File: config.mk
export PLATFORM = sky130hd
export DESIGN_NAME = panel_ctl_seq
export DESIGN_NICKNAME = d
export VERILOG_FILES = /design/src/rtl/panel_ctl_pkg.sv /design/src/rtl/panel_ctl_cfg.sv /design/src/rtl/panel_ctl_timer.sv /design/src/rtl/panel_ctl_sig.sv /design/src/rtl/panel_ctl_seq.sv
export SDC_FILE = /design/constraint.sdc
export NUM_CORES = 1
export LEC_CHECK = 0
export ABC_AREA = 1
export CELL_PAD_IN_SITES_DETAIL_PLACEMENT = 0
export CELL_PAD_IN_SITES_GLOBAL_PLACEMENT = 1
export CORE_ASPECT_RATIO = 1.25
export CORE_UTILIZATION = 35
export DETAILED_ROUTE_END_ITERATION = 8
export PLACE_DENSITY = 0.82
export SETUP_SLACK_MARGIN = 0.3
export SKIP_LAST_GASP = 1
export SLEW_MARGIN = 20
export SYNTH_ARGS = -nofsm -noshare
export SYNTH_HDL_FRONTEND = slang
export SYNTH_SLANG_ARGS = --single-unit
File: constraint.sdc
create_clock -name clk -period 2.26 [get_ports clk]
set_input_delay 0.339 -clock clk [delete_from_list [all_inputs] [get_ports clk]]
set_output_delay 0.339 -clock clk [all_outputs]
set_load 0.02 [all_outputs]
File: src/rtl/panel_ctl_pkg.sv
package panel_ctl_pkg;

    localparam int PSD_W  = 6;
    localparam int RSV_W  = 2;
    localparam int CLSD_W = 8;
    localparam int REVD_W = 8;
    localparam int GRAY_W = 4;
    localparam int REG_W  = PSD_W + RSV_W + CLSD_W + REVD_W + 2 * GRAY_W;

    typedef struct packed {
        logic [PSD_W-1:0]  ps_dly;
        logic [RSV_W-1:0]  rsv;
        logic [CLSD_W-1:0] cls_dly;
        logic [REVD_W-1:0] rev_dly;
        logic [GRAY_W-1:0] gray2;
        logic [GRAY_W-1:0] gray1;
    } cfg_t;

    typedef struct packed {
        logic [CLSD_W-1:0] cls;
        logic [PSD_W-1:0]  ps;
        logic [REVD_W-1:0] rev;
    } shadow_t;

    localparam cfg_t CFG_RESET = '{
        ps_dly:  PSD_W'(1),
        rsv:     '0,
        cls_dly: CLSD_W'(3),
        rev_dly: REVD_W'(3),
        gray2:   GRAY_W'(10),
        gray1:   GRAY_W'(5)
    };

endpackage

File: src/rtl/panel_ctl_cfg.sv
module panel_ctl_cfg
    import panel_ctl_pkg::*;
(
    input  logic             clk,
    input  logic             rst_n,
    input  logic             we,
    input  logic [REG_W-1:0] wdata,
    output cfg_t             cfg
);

    cfg_t cfg_d, cfg_q;

    always_comb begin
        cfg_d = cfg_q;
        if (we) begin
            cfg_d     = cfg_t'(wdata);
            cfg_d.rsv = '0;
        end
    end

    always_ff @(posedge clk or negedge rst_n) begin
        if (!rst_n) cfg_q <= CFG_RESET;
        else        cfg_q <= cfg_d;
    end

    assign cfg = cfg_q;

    // reserved field never holds a one
    assert_rsv_zero_R2: assert property (@(posedge clk) disable iff (!rst_n)
        cfg_q.rsv == '0);

    // without a write the stored word holds
    assert_cfg_hold_R2: assert property (@(posedge clk) disable iff (!rst_n)
        !we |=> $stable(cfg_q));

endmodule

File: src/rtl/panel_ctl_timer.sv
module panel_ctl_timer
    import panel_ctl_pkg::*;
#(
    parameter int POS_W = 9
) (
    input  logic              clk,
    input  logic              rst_n,
    input  logic              lsclk_en,
    input  logic              line_start,
    input  logic [CLSD_W-1:0] cls_dly,
    input  logic [PSD_W-1:0]  ps_dly,
    input  logic [REVD_W-1:0] rev_dly,
    output logic              armed,
    output logic [POS_W-1:0]  pos,
    output shadow_t           sh
);

    localparam logic [POS_W-1:0] POS_MAX = '1;

    typedef struct packed {
        logic             armed;
        logic [POS_W-1:0] pos;
        shadow_t          sh;
    } tstate_t;

    tstate_t st_d, st_q;

    always_comb begin
        st_d = st_q;
        if (line_start) begin
            st_d.armed  = 1'b1;
            st_d.pos    = '0;
            st_d.sh.cls = cls_dly;
            st_d.sh.ps  = ps_dly;
            st_d.sh.rev = rev_dly;
        end else if (st_q.armed && lsclk_en && (st_q.pos != POS_MAX)) begin
            st_d.pos = st_q.pos + 1'b1;
        end
    end

    always_ff @(posedge clk or negedge rst_n) begin
        if (!rst_n) st_q <= '0;
        else        st_q <= st_d;
    end

    assign armed = st_q.armed;
    assign pos   = st_q.pos;
    assign sh    = st_q.sh;

    // each line start restarts the count
    assert_pos_clear_R6: assert property (@(posedge clk) disable iff (!rst_n)
        line_start |=> (st_q.pos == '0));

    // shadows change only at a line start
    assert_shadow_hold_R6: assert property (@(posedge clk) disable iff (!rst_n)
        !line_start |=> $stable(st_q.sh));

    // count moves by at most one and never wraps
    assert_pos_step_R8: assert property (@(posedge clk) disable iff (!rst_n)
        !line_start |=> ((st_q.pos == $past(st_q.pos)) ||
                         ((st_q.pos > $past(st_q.pos)) &&
                          (st_q.pos - $past(st_q.pos) == POS_W'(1)))));

endmodule

File: src/rtl/panel_ctl_sig.sv
module panel_ctl_sig
    import panel_ctl_pkg::*;
#(
    parameter int POS_W    = 9,
    parameter int CLS_HIGH = 4
) (
    input  logic             clk,
    input  logic             rst_n,
    input  logic             line_start,
    input  logic             armed,
    input  logic [POS_W-1:0] pos,
    input  shadow_t          sh,
    output logic             cls,
    output logic             ps,
    output logic             rev
);

    typedef struct packed {
        logic cls;
        logic ps;
        logic rev;
        logic rev_done;
    } sstate_t;

    sstate_t st_d, st_q;

    logic [POS_W-1:0] cls_rise;
    logic [POS_W-1:0] cls_fall;
    logic [POS_W-1:0] ps_rise;
    logic [POS_W-1:0] rev_at;

    always_comb begin
        cls_rise = POS_W'(sh.cls);
        cls_fall = cls_rise + POS_W'(CLS_HIGH);
        ps_rise  = cls_fall + POS_W'(sh.ps);
        rev_at   = POS_W'(sh.rev);

        st_d     = st_q;
        st_d.cls = armed && (pos >= cls_rise) && (pos < cls_fall);
        st_d.ps  = armed && (pos >= ps_rise);
        if (line_start) begin
            st_d.rev_done = 1'b0;
        end else if (armed && !st_q.rev_done && (pos == rev_at)) begin
            st_d.rev      = !st_q.rev;
            st_d.rev_done = 1'b1;
        end
    end

    always_ff @(posedge clk or negedge rst_n) begin
        if (!rst_n) st_q <= '0;
        else        st_q <= st_d;
    end

    assign cls = st_q.cls;
    assign ps  = st_q.ps;
    assign rev = st_q.rev;

    // nothing moves before the first line start
    assert_idle_R1: assert property (@(posedge clk) disable iff (!rst_n)
        !armed |-> (!st_q.cls && !st_q.ps && !st_q.rev));

    // strobes are mutually exclusive
    assert_cls_ps_excl_R4: assert property (@(posedge clk) disable iff (!rst_n)
        !(st_q.cls && st_q.ps));

    // once flipped in a line, rev holds
    assert_rev_once_R5: assert property (@(posedge clk) disable iff (!rst_n)
        (st_q.rev_done && !line_start) |=> $stable(st_q.rev));

endmodule

File: src/rtl/panel_ctl_seq.sv
module panel_ctl_seq
    import panel_ctl_pkg::*;
#(
    parameter int CLS_HIGH = 4
) (
    input  logic                clk,
    input  logic                rst_n,
    input  logic                lsclk_en,
    input  logic                line_start,
    input  logic                cfg_we,
    input  logic [31:0]         cfg_wdata,
    output logic [31:0]         cfg_rdata,
    output logic                cls,
    output logic                ps,
    output logic                rev,
    output logic [GRAY_W-1:0]   gray1,
    output logic [GRAY_W-1:0]   gray2
);

    localparam int POS_W = $clog2((2 ** CLSD_W) + CLS_HIGH + (2 ** PSD_W) + 1);

    cfg_t             cfg;
    logic             armed;
    logic [POS_W-1:0] pos;
    shadow_t          sh;

    panel_ctl_cfg u_cfg (
        .clk   (clk),
        .rst_n (rst_n),
        .we    (cfg_we),
        .wdata (cfg_wdata),
        .cfg   (cfg)
    );

    panel_ctl_timer #(.POS_W(POS_W)) u_timer (
        .clk        (clk),
        .rst_n      (rst_n),
        .lsclk_en   (lsclk_en),
        .line_start (line_start),
        .cls_dly    (cfg.cls_dly),
        .ps_dly     (cfg.ps_dly),
        .rev_dly    (cfg.rev_dly),
        .armed      (armed),
        .pos        (pos),
        .sh         (sh)
    );

    panel_ctl_sig #(.POS_W(POS_W), .CLS_HIGH(CLS_HIGH)) u_sig (
        .clk        (clk),
        .rst_n      (rst_n),
        .line_start (line_start),
        .armed      (armed),
        .pos        (pos),
        .sh         (sh),
        .cls        (cls),
        .ps         (ps),
        .rev        (rev)
    );

    assign cfg_rdata = cfg;
    assign gray1     = cfg.gray1;
    assign gray2     = cfg.gray2;

endmodule

==> out/results.ini <==
[routing]
wirelength_um = 8803
ant_nets = 0
first_pass_iters = 4
viasPerCell = 4.699
drt_iter0_markers = 112
post_drt_wl_per_cell_um = 13.26
vias = 3120
drc_errors = 0

[layout]
utilization_pct = 49.62
postLayoutCellArea_um2 = 5241
nets = 598
drive_above_1_share_pct = 17.48
n_fill_cell = 994
syn_to_final_growth_pct = 38.07
antenna_cells = 0

[synth]
yosys_most_used_dff = dfrtp_1
yosys.area.top_type = dfrtp_1
seq_area_frac_synth_pct = 43.80
ys_types = 37
synthCells = 435
synth-edff-count = 0
synth-seq-cells = 66
yosysTopAreaCellShare_pct = 37.57
yosys_warnings = 0
synth.most_common_cell = nand2_1
syn_area_um2 = 3796
yosys-top-cells-count = nand2_1, dfrtp_1, inv_1, ha_1, o21ai_0
synthTopCellsByArea = dfrtp_1, ha_1, nand2_1
synthArstFlopShare_pct = 100.0
postSynthAreaPerCell_um2 = 8.727

[sta]
setup_tns_ns = -0.1081
worst_slack_ns = -0.1081
finalSetupViolations = 1
maxSlewViolCount = 0
fin_crit_ns = 2.368
fin_crit_sh_pct = 104.8
clock_skew_ns = 0.005905
finalHoldViolCount = 0
rsz0062_at_grt = true
max_clock_freq_mhz = 422.3

[pwr]
p_sw_share_pct = 30.22
p_clk_share_pct = 36.6
p_leak_uw = 0.002444
finalPower_uw = 3889
p_comb_share_pct = 27.5
ir_worst_vdd_v = 0.0003664
power.density_nw_per_um2 = 742.0
internal-power_uw = 2714
power_switching_uw = 1175
pwr-share-seq_pct = 35.9

[clock_tree]
clock-sinks = 66
cts_root_buffer = clkbuf_16
cts_buffers = 9
clk_pin_slew_ns = 0.05
cts_tree = done
clk_path_buf_depth = 2
holdBufCountCts = 0
clk_latency_ns = 0.34
htree_levels = 3

[place]
hpwl_um = 6550
post-place-ws_ns = -0.2038
gp_congestion = 0.8494
place_area_um2 = 4797
port_buffers = 75

[global_route]
grt_pass1_wl_um = 14610
grt_overflow_total = 0
grt_pass1_vias = 3101
grt_max_degree = 67
grt_usage_pct = 17.09
antenna_found_initial = 0

[hold_path]
worstHoldPathType = primary input to async pin

[floorplan]
pin_count = 80
start_util_pct = 35.94
die_x_um = 95.15
die-area_um2 = 11270
design.core.area_um2 = 10560
fp.dieH_um = 118.4
rows = 42

[setup_path]
crit_path_end_kind = register
worstSetupPathType = register to register
path_max_fanout = 4
crit_required_ns = 2.53
arrival_ns = 2.64
startpoint_type = register

[status]
status = finished, violations left
violations = setup timing

[flow_run]
cap_violations = 0

## per-layer routing
layer  up-vias  GRT usage, %  wire length (um)
li1       1580             -                 -
met5         -             0                 0
met3        11         3.668               191
met2        35         29.29              4812
met4         0         6.439               140
met1      1494         20.52              3660
## repair_timing
action                                  CTS  global route
setup buffers                             2             3
pin swaps                                 7             2
resized for setup                        12            11
endpoints found under the setup margin    1            11
## cell families after synthesis
family / count (synthesis) / share of synthesized area [%]
adder cells (fa/ha/maj): 34 / 11.40
XOR/XNOR: 11 / 2.933
flip-flops: 66 / 43.80
multiplexers: 20 / 5.933
buffers and inverters: 75 / 8.602
AO/OA/AOI/OAI: 61 / 8.537
other: 1 / 0.09878
AND/OR/NAND/NOR: 167 / 18.69
## flip-flops by register name (all words and copies together) (netlist names)
signal         cells
u_timer.pos        9
u_sig.st_q         1
u_sig.ps           1
u_timer.armed      1
u_sig.cls          1
u_sig.rev          1
u_timer.sh        22
u_cfg.cfg         30
## area by class of cell
class                           count  area [um^2]  area share, %
Inverter                           55        211.5          4.034
Timing Repair Buffer              100        945.9          18.05
Tap cell                          132        165.2          3.151
Sequential cell                    66         1672          31.89
Clock buffer                       11        242.7          4.631
Multi-Input combinational cell    295         1942          37.05
Clock inverter                      5        62.56          1.194
## power groups by stage
stage	sequential, uW	combinational, uW	clock [uW]
after floorplan	1480	542	0
after global placement	1410	1000	0
after detailed placement	1420	1020	0
after CTS	1400	1070	1460
after global routing	1410	1190	1500
final	1400	1070	1420
## path summary, 6_finish.rpt
check                                     from        endpoint  slack [ns]  cells past startpoint
worst max-delay path            u_timer.sh[16]        u_sig.ps       -0.11                     17
worst min register to register   u_sig.st_q[0]   u_sig.st_q[0]        0.49                      2
min in group clk                 u_sig.st_q[0]   u_sig.st_q[0]        0.49                      2
max in group asynchronous                rst_n    u_cfg.cfg[8]        1.90                      2
worst max register to register  u_timer.sh[16]        u_sig.ps       -0.11                     17
worst min-delay path                     rst_n  u_timer.sh[13]       0.006                      2
## through the flow
| step | cells | hold WS (ns) |
|---|---|---|
| 5_1_grt | 664 | 0.03912 |
| 4_1_cts | 661 | 0.02763 |
| 3_3_place_gp | 643 | 0.3881 |
| 2_1_floorplan | 436 | 0.04341 |
| 3_5_place_dp | 643 | 0.3885 |
| 6_report | 664 | 0.005669 |
## cells in the final DEF (no fill, tap or decap), types with 4 or more instances in the layout
master	netlist	routed
a21oi_1	14	12
buf_4	10	24
clkbuf_16	0	9
clkdlybuf4s50_1	0	74
dfrtp_1	57	50
dfrtp_2	0	7
dfstp_2	9	9
ha_1	33	27
ha_4	0	6
inv_1	45	44
inv_2	7	8
mux2_1	20	20
nand2_1	108	107
nand3_1	18	17
nand4_1	5	5
nor2_1	24	19
nor2_2	1	4
o21ai_0	26	26
o21ai_1	14	14
xnor2_1	4	4
xor2_1	5	4
## critical path, cell delays in order (launching register included)
cell and delay (ns):
dfrtp_2 0.44, ha_4 0.19, nand2_4 0.07, clkinv_4 0.05, nor2_4 0.12, ha_4 0.23, nand2_1 0.05, inv_1 0.05
nand4_1 0.08, nand3_2 0.09, xor2_1 0.15, ha_1 0.32, nand2_1 0.08, nor2_2 0.13, nand3b_1 0.08, nand4_1 0.09
nand2_1 0.05, inv_1 0.06
Note: power is estimated with default switching activity, not from simulation.
